--- src/rtl/spi_port.sv ---
module spi_port #(
  parameter int DIV_FAST = 4,
  parameter int DIV_MID  = 16,
  parameter int DIV_SLOW = 64
) (
  input  logic       clk,
  input  logic       rst_n,
  input  logic       wr_en,
  input  logic       rd_en,
  input  logic [1:0] addr,
  input  logic [7:0] wdata,
  output logic [7:0] rdata,
  input  logic       timer_tick,
  input  logic       sck_i,
  output logic       sck_o,
  output logic       sck_oe,
  input  logic       sdi,
  output logic       sdo,
  output logic       sdo_oe,
  input  logic       ss_n,
  output logic       port_en,
  output logic       done
);
  localparam int HALF_F = DIV_FAST / 2;
  localparam int HALF_M = DIV_MID / 2;
  localparam int HALF_S = DIV_SLOW / 2;
  localparam int CW = (HALF_S > 1) ? $clog2(HALF_S) : 1;
  localparam logic [1:0] A_CTRL = 2'd0;
  localparam logic [1:0] A_BUF  = 2'd1;
  localparam logic [1:0] A_STAT = 2'd2;

  logic [3:0]    ctrl_mode;
  logic          ctrl_cpol, ctrl_en;
  logic [7:0]    sh, buf_q;
  logic          out_bit, busy, phase, bf, ovf, wcol;
  logic [2:0]    bitcnt;
  logic [CW-1:0] div_cnt, half_lim;
  logic [2:0]    sck_sync;
  logic [1:0]    ss_sync;

  logic active, is_master, is_slave, sel;
  logic buf_wr, buf_rd, stat_wr, ctrl_wr;
  logic half_tick, lead, trail, last, edge_s;
  logic load_ok, collide;
  logic [7:0] rx_byte;

  assign active    = ctrl_en && (ctrl_mode <= 4'd5);
  assign is_master = active && (ctrl_mode[3:2] == 2'b00);
  assign is_slave  = active && ctrl_mode[2];
  assign sel       = ctrl_mode[0] || !ss_sync[1];

  assign ctrl_wr = wr_en && (addr == A_CTRL);
  assign buf_wr  = wr_en && (addr == A_BUF);
  assign stat_wr = wr_en && (addr == A_STAT);
  assign buf_rd  = rd_en && (addr == A_BUF);

  always_comb begin
    case (ctrl_mode[1:0])
      2'b00:   half_lim = CW'(HALF_F - 1);
      2'b01:   half_lim = CW'(HALF_M - 1);
      default: half_lim = CW'(HALF_S - 1);
    endcase
  end

  assign half_tick = is_master && busy &&
                     ((ctrl_mode[1:0] == 2'b11) ? timer_tick : (div_cnt == half_lim));
  assign edge_s    = is_slave && sel && (sck_sync[1] != sck_sync[2]);

  assign lead  = (half_tick && !phase) || (edge_s && (sck_sync[2] == ctrl_cpol));
  assign trail = (half_tick && phase)  || (edge_s && busy && (sck_sync[1] == ctrl_cpol));
  assign last  = trail && (bitcnt == 3'd7);

  assign rx_byte = {sh[6:0], sdi};
  assign load_ok = buf_wr && active && !busy;
  assign collide = buf_wr && active && busy;

  always_ff @(posedge clk or negedge rst_n) begin
    if (!rst_n) begin
      ctrl_mode <= '0;
      ctrl_cpol <= 1'b0;
      ctrl_en   <= 1'b0;
      sh        <= '0;
      buf_q     <= '0;
      out_bit   <= 1'b0;
      busy      <= 1'b0;
      phase     <= 1'b0;
      bf        <= 1'b0;
      ovf       <= 1'b0;
      wcol      <= 1'b0;
      bitcnt    <= '0;
      div_cnt   <= '0;
      sck_sync  <= '0;
      ss_sync   <= 2'b11;
      done      <= 1'b0;
    end else begin
      done     <= 1'b0;
      sck_sync <= {sck_sync[1:0], sck_i};
      ss_sync  <= {ss_sync[0], ss_n};

      if (ctrl_wr) {ctrl_en, ctrl_cpol, ctrl_mode} <= wdata[5:0];
      if (stat_wr && wdata[1]) ovf <= 1'b0;
      if (stat_wr && wdata[2]) wcol <= 1'b0;
      if (buf_rd) bf <= 1'b0;
      if (collide) wcol <= 1'b1;

      if (is_master && busy)
        div_cnt <= (div_cnt == half_lim) ? '0 : div_cnt + CW'(1);
      if (half_tick) phase <= !phase;

      if (load_ok) begin
        sh      <= wdata;
        out_bit <= wdata[7];
        bitcnt  <= '0;
        if (is_master) begin
          busy    <= 1'b1;
          phase   <= 1'b0;
          div_cnt <= '0;
        end
      end

      if (lead) begin
        out_bit <= sh[7];
        if (is_slave) busy <= 1'b1;
      end

      if (trail) begin
        sh     <= rx_byte;
        bitcnt <= bitcnt + 3'd1;
      end

      if (last) begin
        busy  <= 1'b0;
        phase <= 1'b0;
        done  <= 1'b1;
        if (is_slave && bf && !buf_rd) begin
          ovf <= 1'b1;
        end else begin
          buf_q <= rx_byte;
          bf    <= 1'b1;
        end
      end

      if (!active || (is_slave && !sel)) begin
        busy   <= 1'b0;
        phase  <= 1'b0;
        bitcnt <= '0;
      end
    end
  end

  assign sck_o   = ctrl_cpol ^ (is_master && busy && phase);
  assign sck_oe  = is_master;
  assign sdo     = out_bit;
  assign sdo_oe  = is_master || (is_slave && sel);
  assign port_en = active;

  always_comb begin
    case (addr)
      A_CTRL:  rdata = {2'b00, ctrl_en, ctrl_cpol, ctrl_mode};
      A_BUF:   rdata = buf_q;
      A_STAT:  rdata = {5'b0, wcol, ovf, bf};
      default: rdata = 8'h00;
    endcase
  end
endmodule


--- config.mk ---
export PLATFORM = sky130hd
export DESIGN_NAME = spi_port
export DESIGN_NICKNAME = d
export VERILOG_FILES = /design/src/rtl/spi_port.sv
export SDC_FILE = /design/constraint.sdc
export NUM_CORES = 1
export LEC_CHECK = 0
export BUFFER_PORTS_ARGS = -buffer_cell sky130_fd_sc_hd__buf_2
export CAP_MARGIN = 25
export CORE_UTILIZATION = 60
export CTS_BUF_LIST = sky130_fd_sc_hd__clkbuf_16
export DETAILED_ROUTE_END_ITERATION = 12
export GPL_TIMING_DRIVEN = 0
export MAX_ROUTING_LAYER = met4
export PLACE_DENSITY = 0.91
export SLEW_MARGIN = 10
export SYNTH_ARGS = -nofsm -noshare
export SYNTH_HDL_FRONTEND = slang
export SYNTH_SLANG_ARGS = --single-unit
--- constraint.sdc ---
create_clock -name clk -period 5.5 [get_ports clk]
set_input_delay 1.1 -clock clk [delete_from_list [all_inputs] [get_ports clk]]
set_output_delay 1.1 -clock clk [all_outputs]
set_load 0.02 [all_outputs]
Word level (Yosys, flattened, before mapping). Index checks and enable logic that the tools add are counted. W data, S select, Z words.

Flip-flop bits (word level): 42. Latch bits: 0. Memory bits (writable): 0. ROM bits: 0. Input port bits: 18. Output and inout port bits: 14. Word-level logic and storage cells: 109. Memories: 0.

Add/subtract/negate cells: 2. Multiply operators: 0. Divide/modulo/power cells: 0. Order comparisons: 1. Equal/unequal tests: 9. Shifts and indexed selects: 0. Mux-type cells: 34. Bitwise operators: 2. Reductions and logical operators: 45.

Operator list (number): $logic_and A1 B1 Y1 (26); $pmux W8 S3 (1); $mux W1 (23); $mux W5 (4); $mux W8 (2); $pmux W5 S2 (1); $mux W3 (3); $logic_not A1 Y1 (6); $logic_not A2 Y1 (3); $reduce_bool A2 Y1 (3); $add A5 B1 Y5 const B (1); $eq A5 B5 Y1 (1); $logic_or A1 B1 Y1 (5); $eq A2 B1 Y1 const B (2); $eq A2 B2 Y1 const B (2); $le A4 B3 Y1 const B (1); $add A3 B1 Y3 const B (1); $eq A3 B3 Y1 const B (1); $reduce_bool A3 Y1 (1); $eq A1 B1 Y1 (2); $reduce_and A2 Y1 (1); $ne A1 B1 Y1 (1); $not A1 Y1 (1); $xor A1 B1 Y1 (1).

Depth between registers and ports, before layout. Gate-level depths: netlist (run 1).

Depth in word-level cells: 11. Depth in mapped cells: 9. Mapped depth without buffers: 7.

Worst setup path after synthesis (run 1). Ideal clock, no wire load.

Path kind: input port to output port. From: input addr[0]. To: output rdata[0]. Arrival: 2081 ps. Data required time: 4400 ps. Slack: 2319 ps. Stages: 3. Buffers on the path: 1. Path through: buf_1 -> mux2i_1 -> o21ai_0.

Word-level cells in the longest chain between the ends: 2. Elaborated cells between the ends (all ways): 4. Classes of those cells: eq/ne: 2; mux: 1; reduce/logical: 1.

RTL lines: start, declared (line 10) `input logic [1:0] addr,`; $eq A2 B2 Y1, or another cell as far along (line 158) `case (addr)`; $pmux W8 S3 * (line 158); end, declared (line 12) `output logic [7:0] rdata,`.

Every way passes the cells marked *; elsewhere a longest branch is shown, timed or not.

Worst setup path after layout (run 1).
From: input addr[0]. To: output rdata[3].

Same word-level chain as after synthesis.

==> reports/results.txt, run 1 <==
Status - completed
Synth Area in Compound Gates - 10.4%
Sink Count - 42
Post-synthesis cell type count - 40
Largest net degree at the start of global routing - 43
Initial Util - 63.7%
Die height - 62.2 um
Clock tree buffer depth - 2
Setup TNS - 0 ns
WP data required - 4.40 ns
Mapped Avg Cell Area - 11.7 um^2
Cts repair resizes - 0
Pleak - 0.00123 uW
1st-pass router iterations - 4
Wirelength per Cell - 16.4 um
# rows - 21
Crit path buf inv count - 3
CTS Root Buffer Type - clkbuf_16
Vias per Instance - 6.00
Most common cell after layout, fill and taps aside - dfrtp_1
CP peak stage delay - 0.50 ns
Syn Inst Count - 186
Total I/O pin count - 32
Inserted Clock Buffers - 5
Max Freq - 296 MHz
Worst Setup End Kind - output pin
Min cycle time layout - 3.37 ns
Area taken by flip-flops and latches - 1050 um^2
Most frequent cells in the layout - dfrtp_1 (40), buf_2 (33), mux2_2 (26)
GR Util All Layers - 27.1%
Die Wd - 62.2 um
DRC errors left - 0
Final hold vios - 0
Core box area - 3420 um^2
Clk slew on worst S/H paths - 0.06 ns
Syn nets - 209
Post-synth EDFFs - 0
Flops & latches, synth - 42
Ratio of cells with drive above 1 in the final layout - 34.1%
Placed Cells - 263
Non-filler instance count after layout - 272
Main synth FF type - dfrtp_1
Clk_skew - 0.00703 ns
Area delta synth->final - 17.2%
Mux cell area share after synthesis - 18.1%
Setup repair bufs after CTS - 0
VDD IR max - 266 uV
Final worst path period share - 61.4%
Post-synthesis adder-cell area fraction - 2.88%
Seq/Total Area, Yosys - 48.4%
Max-slew violations - 0
Vias in the first global route - 1651
Count of final setup violators - 0
Critical path class - input port to output pin
Grt total ovfl - 0
Maxcap violations - 0
Async set or reset register ratio after synthesis - 100%
Post-Synth Simple-Gate Area - 15.9%
Worst slack, placed - 2.17 ns
# fillers - 248
XOR/XNOR share of the synthesized area - 1.61%
Slowest-stage cell, CP - buf_1
Worst EP arrival - 2.27 ns
RSZ-0062 raised after global routing - no
Crit path max fanout - 10
Slack of the critical path - 2.13 ns
Worst slew pin tran - 0.725 ns
Post-route antenna net violation count - 0
Initial DRC Count - 81
Via count - 1633
Initial antenna violation count - 0
Cell Pwr Density - 348 nW/um^2
Die area - 3870 um^2
Hold Crit Class - register to register
Ys Warns - 0
Cell Chain, Critical Path - buf_2, buf_1, mux2i_1, nor2_1, buf_2
Worst slew margin - 51.5%
Port Buffers - 31
Hold-fix buffers, CTS - 0
H-tree depth - 2
Critical Path Start Type - input port
NumNets Final - 248
Crit path top cell by count - buf_2
CTS tree - built
Synth Cell Area - 2180 um^2
Worst-skew pair later-pin latency - 0.28 ns
Antenna diodes - 0
Routed WL - 4460 um
Area of the multi-input gates - 1060 um^2
Main combinational cell family by area after synthesis - multiplexers
Crit path max-delay family - buffers and inverters
First-pass GRT wire length - 7780 um
Hpwl dp - 3150 um
Placer Congestion - 0.820
R2R setup slack - 2.88 ns
worst reg2reg max path, cell delays in order (launching register included):
cell	delay, ns
dfrtp_1	0.47
nand2_1	0.07
a2111oi_0	0.57
o2111ai_1	0.19
a21oi_1	0.25
ha_1	0.21
buf_2	0.23
o211ai_4	0.18
mux2_2	0.32
final cells by class:
cell class / instances / area share, %
well taps: 46 / 2.26
clock buffers: 5 / 4.91
multi-input cells: 134 / 41.7
repair buffers: 32 / 6.87
clock inverters: 3 / 0.638
inverters: 3 / 0.442
flip-flops and latches: 42 / 41.3
plain buffers: 7 / 1.86
where the power goes:
group	total [uW]	leakage, uW	switching, uW	internal [uW]
Clock	277	0.0000672	112	165
Sequential	433	0.000537	64.0	369
Combinational	178	0.000625	85.7	92.6
Total	888	0.00123	262	627
cell usage after synthesis, types with 2 or more instances:
cell type / number / area (um^2)
a21oi_1: 6 / 30.0
a221oi_1: 2 / 17.5
and2_1: 4 / 25.0
and3b_1: 4 / 35.0
and4bb_2: 2 / 25.0
buf_2: 2 / 10.0
buf_6: 2 / 22.5
dfrtp_1: 40 / 1000
dfstp_2: 2 / 52.6
ha_1: 5 / 62.6
inv_1: 3 / 11.3
mux2_2: 26 / 293
mux2i_1: 10 / 100
nand2_1: 17 / 63.8
nand2b_1: 2 / 12.5
nand3_1: 4 / 20.0
nand4_1: 2 / 12.5
nand4bb_1: 3 / 33.8
nor2_1: 4 / 15.0
nor2b_1: 3 / 18.8
nor3_1: 4 / 20.0
nor3b_1: 3 / 22.5
o2111a_1: 2 / 22.5
o21ai_0: 15 / 75.1
o21bai_1: 2 / 15.0
xor2_1: 3 / 26.3
through the flow:
step / hold WS [ns] / util (%) / cell area, um^2 / power [uW]
after floorplan: 0.331 / - / 2180 / 548
after global placement: 0.331 / 69.9 / 2390 / 600
after CTS: 0.348 / 74.1 / 2530 / 890
after global routing: 0.360 / 74.7 / 2550 / 940
final: 0.348 / 74.7 / 2550 / 888
after detailed placement: 0.335 / 69.9 / 2390 / 612
final timing paths:
| check | endpoint | cells after the start | start |
|---|---|---|---|
| setup / recovery | rdata[3] | 5 | addr[0] |
| hold / removal | sck_sync[1] | 0 | sck_sync[0] |
| setup reg to reg | buf_q[5] | 8 | ctrl_mode[0] |
| hold reg to reg | sck_sync[1] | 0 | sck_sync[0] |
| max in group asynchronous | ss_sync[1] | 2 | rst_n |
| min in group asynchronous | sck_sync[1] | 1 | rst_n |
sequential cells by signal, summed over array words and instances, names as in the netlist:
register,flops
phase,1
sh,8
bitcnt,3
wcol,1
div_cnt,5
done,1
sck_sync,3
busy,1
ctrl_cpol,1
ss_sync,2
sdo,1
ctrl_mode,4
bf,1
ctrl_en,1
ovf,1
buf_q,8
kinds of logic (layout without fill, tap and decap cells):
kind of cell,Yosys count,in the layout
AOI/OAI and AO/OA,33,33
xor gates and xnor gates,4,4
adders and majority gates,5,5
buffers and inverters,10,50
DFF,42,42
muxes,36,36
and+or+nand+nor,56,56
routing by layer:
| metal | GRT usage [%] | routed length, um |
|---|---|---|
| met4 | 8.43 | 55 |
| met3 | 6.07 | 140 |
| met2 | 43.4 | 2290 |
| met5 | - | 0 |
| met1 | 34.4 | 1970 |
Power figures use the tool's default switching activity.
==> run 2, diff against run 1 <==
--- a/config.mk
+++ b/config.mk
@@ -7,12 +7,12 @@
 export LEC_CHECK = 0
 export BUFFER_PORTS_ARGS = -buffer_cell sky130_fd_sc_hd__buf_2
 export CAP_MARGIN = 25
-export CORE_UTILIZATION = 60
+export CORE_UTILIZATION = 51
 export CTS_BUF_LIST = sky130_fd_sc_hd__clkbuf_16
 export DETAILED_ROUTE_END_ITERATION = 12
 export GPL_TIMING_DRIVEN = 0
 export MAX_ROUTING_LAYER = met4
-export PLACE_DENSITY = 0.91
+export PLACE_DENSITY = 0.83
 export SLEW_MARGIN = 10
 export SYNTH_ARGS = -nofsm -noshare
 export SYNTH_HDL_FRONTEND = slang
==> constraint.sdc (replaced) <==
create_clock -name clk -period 2.9 [get_ports clk]
set_input_delay 0.58 -clock clk [delete_from_list [all_inputs] [get_ports clk]]
set_output_delay 0.58 -clock clk [all_outputs]
set_load 0.02 [all_outputs]
==> run 2 against run 1 <==
  * Utilization decreased by 12 points
  * Clock-buffer cell count unchanged
  * Critical path depth increased by 3
  * Highest routed layer unchanged
  * Non-clock buffer count unchanged
  * Worst hold slack got worse by 0.15 ns
  * First-iteration DRC count decreased by 4.9%
  * Global-route usage decreased by 2.5 points
  * Die area increased by 17%
  * Register-to-register slack got worse by 2.6 ns
  * Power increased by 89%
==> reports/results.txt, run 2 (synthesis results as in run 1) <==
Crit path max fanout - 10
Setup TNS - 0 ns
Area taken by flip-flops and latches - 1050 um^2
Post-route antenna net violation count - 0
M1 GR Usage - 30.2%
Critical Path Start Type - register
Final worst path period share - 89.6%
Placement Cell Area - 2390 um^2
Clock share of power - 31.2%
CTS Root Buffer Type - clkbuf_16
Area delta synth->final - 17.3%
Worst slew margin - 48.3%
1st-pass router iterations - 5
Post-layout instance area - 2550 um^2
Die Wd - 67.3 um
WP data required - 3.07 ns
Crit path buf inv count - 1
Hold-fix buffers, CTS - 0
Worst R2R Path Depth - 8
Power Total - 1680 uW
RSZ-0062 raised after global routing - no
Core Util, Final - 62.9%
Critical path class - register to register
Min cycle time layout - 2.60 ns
Switch share - 29.3%
Largest net degree at the start of global routing - 43
Clk_skew - 0.00297 ns
GR Layer Usage met3 - 6.25%
Wirelength per Cell - 16.5 um
Non-filler instance count after layout - 276
Worst flop-to-flop path endpoint - buf_q[4]
Vias in the first global route - 1562
Inserted Clock Buffers - 5
Area of the multi-input gates - 1060 um^2
Maxcap violations - 0
First-pass GRT wire length - 7610 um
DRC errors left - 0
Placer Congestion - 0.859
VDD IR max - 571 uV
Clock tree buffer depth - 2
Placed Cells - 267
Clk slew on worst S/H paths - 0.06 ns
Setup repair bufs after CTS - 0
Cell Chain, Critical Path - nand2_1, a2111oi_0, o2111ai_1, a21oi_1, ha_1, buf_2, o211ai_4, mux2_2
GRT Max-Usage Layer - met2
Most common cell after layout, fill and taps aside - dfrtp_1
# fillers - 338
Comb pwr share - 20.1%
Max-slew violations - 0
Die area - 4530 um^2
Slowest-stage cell, CP - a2111oi_0
Max Freq - 385 MHz
Pleak - 0.00123 uW
Reg power frac - 48.7%
Worst-skew pair later-pin latency - 0.28 ns
Antenna diodes - 0
Biggest regs - buf_q x8, sh x8, div_cnt x5
Initial Util - 53.6%
Grt total ovfl - 0
Met2 Usage GRT - 38.6%
GR Util All Layers - 24.6%
R2R setup slack - 0.30 ns
Ratio of cells with drive above 1 in the final layout - 33.6%
Initial DRC Count - 77
Core box area - 4060 um^2
Cell Pwr Density - 658 nW/um^2
Worst slew pin tran - 0.773 ns
NumNets Final - 248
CTS tree - built
Worst EP arrival - 2.77 ns
Worst Setup End Kind - register
Worst R2R Start - ctrl_mode[0]
Crit path max-delay family - compound AO/OA/AOI/OAI gates
Die height - 67.3 um
Count of final setup violators - 0
Total I/O pin count - 32
Cts repair resizes - 0
Port Buffers - 31
Power Internal - 1190 uW
Routed WL - 4570 um
Vias per Instance - 5.84
H-tree depth - 2
Via count - 1611
Initial antenna violation count - 0
NetSw - 492 uW
Final hold vios - 0
CP peak stage delay - 0.55 ns
Hpwl dp - 3230 um
Sink Count - 42
Hold Crit Class - input port to async pin
Most frequent cells in the layout - dfrtp_1 (40), buf_2 (33), mux2_2 (26)
Status - completed
# rows - 23
[run 2: changes by cell type in the layout (fill, tap and decap cells not counted), sizes merged]
| cell | before | now |
|---|---|---|
| clkinvlp | 1 | 0 |
| inv | 3 | 4 |
[run 2: power by group through the flow]
stage	logic, uW	registers, uW	clock network (uW)
2_1_floorplan	244	795	0
3_5_place_dp	336	826	0
5_1_grt	382	833	560
3_3_place_gp	324	816	0
4_1_cts	337	817	534
6_report	337	818	523
[run 2: worst max path at each step]
stage	start	endpoint	slack [ns]	cells after the start
6_report	ctrl_mode[0]	buf_q[4]	0.30	8
5_1_grt	ctrl_mode[0]	buf_q[4]	0.06	8
3_3_place_gp	ctrl_mode[0]	buf_q[6]	0.40	8
2_1_floorplan	ctrl_mode[2]	buf_q[0]	0.46	7
4_1_cts	ctrl_mode[0]	buf_q[4]	0.28	8
3_5_place_dp	ctrl_mode[0]	buf_q[4]	0.32	8
[run 2: stage by stage]
| step | hold slack (ns) | worst slack [ns] |
|---|---|---|
| after detailed placement | 0.346 | 0.324 |
| after global routing | 0.210 | 0.0630 |
| after global placement | 0.335 | 0.398 |
| after CTS | 0.356 | 0.285 |
| after floorplan | 0.284 | 0.460 |
| final | 0.194 | 0.300 |
[run 2: layer usage]
layer  share of wire (%)  routed length (um)
met2                  48                2200
met4                 2.0                  93
met3                 5.3                 244
met1                  44                2030
met5                   0                   0
[run 2: area by class of cell]
cell class                 count  share of cell area [%]
multi-input combinational    134                    41.7
sequential                    42                    41.3
timing repair buffer          32                    6.87
clock buffer                   5                    4.90
tap                           50                    2.45
buffer                         7                    1.86
clock inverter                 3                   0.490
inverter                       3                   0.441
[run 2: worst reg2reg max path, cell delays in order (launching register included)]
cell,delay (ns)
dfrtp_1,0.48
nand2_1,0.08
a2111oi_0,0.55
o2111ai_1,0.21
a21oi_1,0.24
ha_1,0.21
buf_2,0.22
o211ai_4,0.18
mux2_2,0.32
==> run 3, diff against run 2 <==
--- a/config.mk
+++ b/config.mk
@@ -6,11 +6,9 @@
 export NUM_CORES = 1
 export LEC_CHECK = 0
 export BUFFER_PORTS_ARGS = -buffer_cell sky130_fd_sc_hd__buf_2
-export CAP_MARGIN = 25
 export CORE_UTILIZATION = 51
 export CTS_BUF_LIST = sky130_fd_sc_hd__clkbuf_16
 export DETAILED_ROUTE_END_ITERATION = 12
-export GPL_TIMING_DRIVEN = 0
 export MAX_ROUTING_LAYER = met4
 export PLACE_DENSITY = 0.83
 export SLEW_MARGIN = 10
==> constraint.sdc (replaced) <==
create_clock -name clk -period 2.3 [get_ports clk]
set_input_delay 0.46 -clock clk [delete_from_list [all_inputs] [get_ports clk]]
set_output_delay 0.46 -clock clk [all_outputs]
set_load 0.02 [all_outputs]
==> run 3 against run 2 <==
  * Final cell count rose by 4.0%
  * Flip-flop and latch count stayed put
  * Worst hold slack improved by 0.045 ns
  * Via count grew 0.31%
  * Sequential share of layout area shrank 1.7 points
  * Sequential power increased by 23%
  * First-iteration DRC count shrank 5.2%
  * Wire length decreased by 0.99%
  * Critical path depth up 1
  * Power rose by 32%
==> reports/results.txt, run 3 (synthesis results as in run 1) <==
Status - completed
Clk slew on worst S/H paths - 0.06 ns
Max Freq - 455 MHz
Most common cell after layout, fill and taps aside - dfrtp_1
Hpwl dp - 3260 um
Via count - 1616
Sink Count - 42
# fillers - 304
Maxcap violations - 0
Max-slew violations - 0
Count of final setup violators - 0
GR Util All Layers - 23.8%
Biggest regs - buf_q x8, sh x8, div_cnt x5
Min cycle time layout - 2.20 ns
Pleak - 0.00129 uW
Hold Crit Class - input port to async pin
Initial Util - 53.6%
NumNets Final - 259
Critical Path Start Type - register
Area delta synth->final - 22.4%
1st-pass router iterations - 4
Most frequent cells in the layout - dfrtp_1 (40), buf_2 (31), mux2_2 (26)
Inserted Clock Buffers - 5
Grt total ovfl - 0
Final worst path period share - 95.5%
Cell Pwr Density - 835 nW/um^2
Worst-skew pair later-pin latency - 0.28 ns
Port Buffers - 31
Worst R2R Path Depth - 9
WHS - 0.239 ns
Vias in the first global route - 1621
CTS tree - built
First-pass GRT wire length - 7520 um
Antenna diodes - 0
Critical path class - register to register
H-tree depth - 2
Routed WL - 4520 um
Hold-fix buffers, CTS - 0
Largest net degree at the start of global routing - 43
Die area - 4530 um^2
Worst Setup End Kind - register
Die height - 67.3 um
Worst slack, placed - -0.0897 ns
Die Wd - 67.3 um
Initial antenna violation count - 0
Worst EP arrival - 2.36 ns
Ratio of cells with drive above 1 in the final layout - 39.7%
Core box area - 4060 um^2
RSZ-0062 raised after global routing - no
Slack of the critical path - 0.103 ns
Initial DRC Count - 73
Worst slew pin tran - 0.568 ns
Post-route antenna net violation count - 0
CTS Root Buffer Type - clkbuf_16
Wirelength per Cell - 15.8 um
Final hold vios - 0
Clk_skew - 0.00318 ns
Placer Congestion - 0.842
Clock tree buffer depth - 2
WP data required - 2.47 ns
VDD IR max - 529 uV
Total I/O pin count - 32
# rows - 23
DRC errors left - 0
Crit path max fanout - 10
Worst slew margin - 61.7%
Vias per Instance - 5.63
run 3: report_power, final:
group          internal, uW  switching (uW)
Sequential              882             131
Combinational           291             264
Clock                   392             263
Total                  1560             658
run 3: layer usage:
layer	vias up	routed length, um	GRT usage [%]
met2	50	2080	35.3
met4	0	74	9.04
met5	-	0	-
met3	8	220	6.59
met1	777	2150	31.0
li1	781	-	-
run 3: final cells by class:
cell class                      instances  area (um^2)  share of cell area [%]
Clock buffer                            5          125                    4.70
Clock inverter                          3         12.5                   0.470
Inverter                                3         11.3                   0.423
Multi-Input combinational cell        134         1100                    41.2
Sequential cell                        42         1050                    39.6
Tap cell                               50         62.6                    2.35
Timing Repair Buffer                   50          302                    11.3
run 3: critical path, cell delays in order, from the launching register on:
cell	delay (ns)
dfrtp_1	0.34
nand2_1	0.09
a2111oi_4	0.36
buf_4	0.16
o2111ai_1	0.13
a21oi_2	0.18
ha_2	0.22
buf_6	0.14
o211ai_4	0.14
mux2_2	0.31
run 3: path summary, 6_finish.rpt:
kind | start | endpoint | slack [ns]
worst max-delay path | div_cnt[1] | buf_q[6] | 0.10
worst min register to register | sck_sync[0] | sck_sync[1] | 0.35
max in group asynchronous | rst_n | ss_sync[1] | 1.68
min in group clk | ss_n | ss_sync[0] | 0.27
worst min-delay path | rst_n | sck_sync[1] | 0.24
worst max register to register | div_cnt[1] | buf_q[6] | 0.10
run 3: repair_timing:
action | 4_1_cts | 5_1_grt
gates resized for setup | 3 | 4
pin swaps | 0 | 3
hold endpoints to repair | 0 | 0
buffers inserted | 0 | 1
setup endpoints to repair | 18 | 9
run 3: stage by stage:
step | util, % | setup TNS (ns) | power, uW | std cells | area [um^2]
floorplan | - | 0 | 1310 | 186 | 2180
global placement | 61.3 | 0 | 1520 | 278 | 2490
detailed placement | 61.3 | -0.709 | 1540 | 278 | 2490
CTS | 64.9 | 0 | 2210 | 286 | 2630
global route | 65.6 | 0 | 2350 | 287 | 2660
finish | 65.6 | 0 | 2220 | 287 | 2660
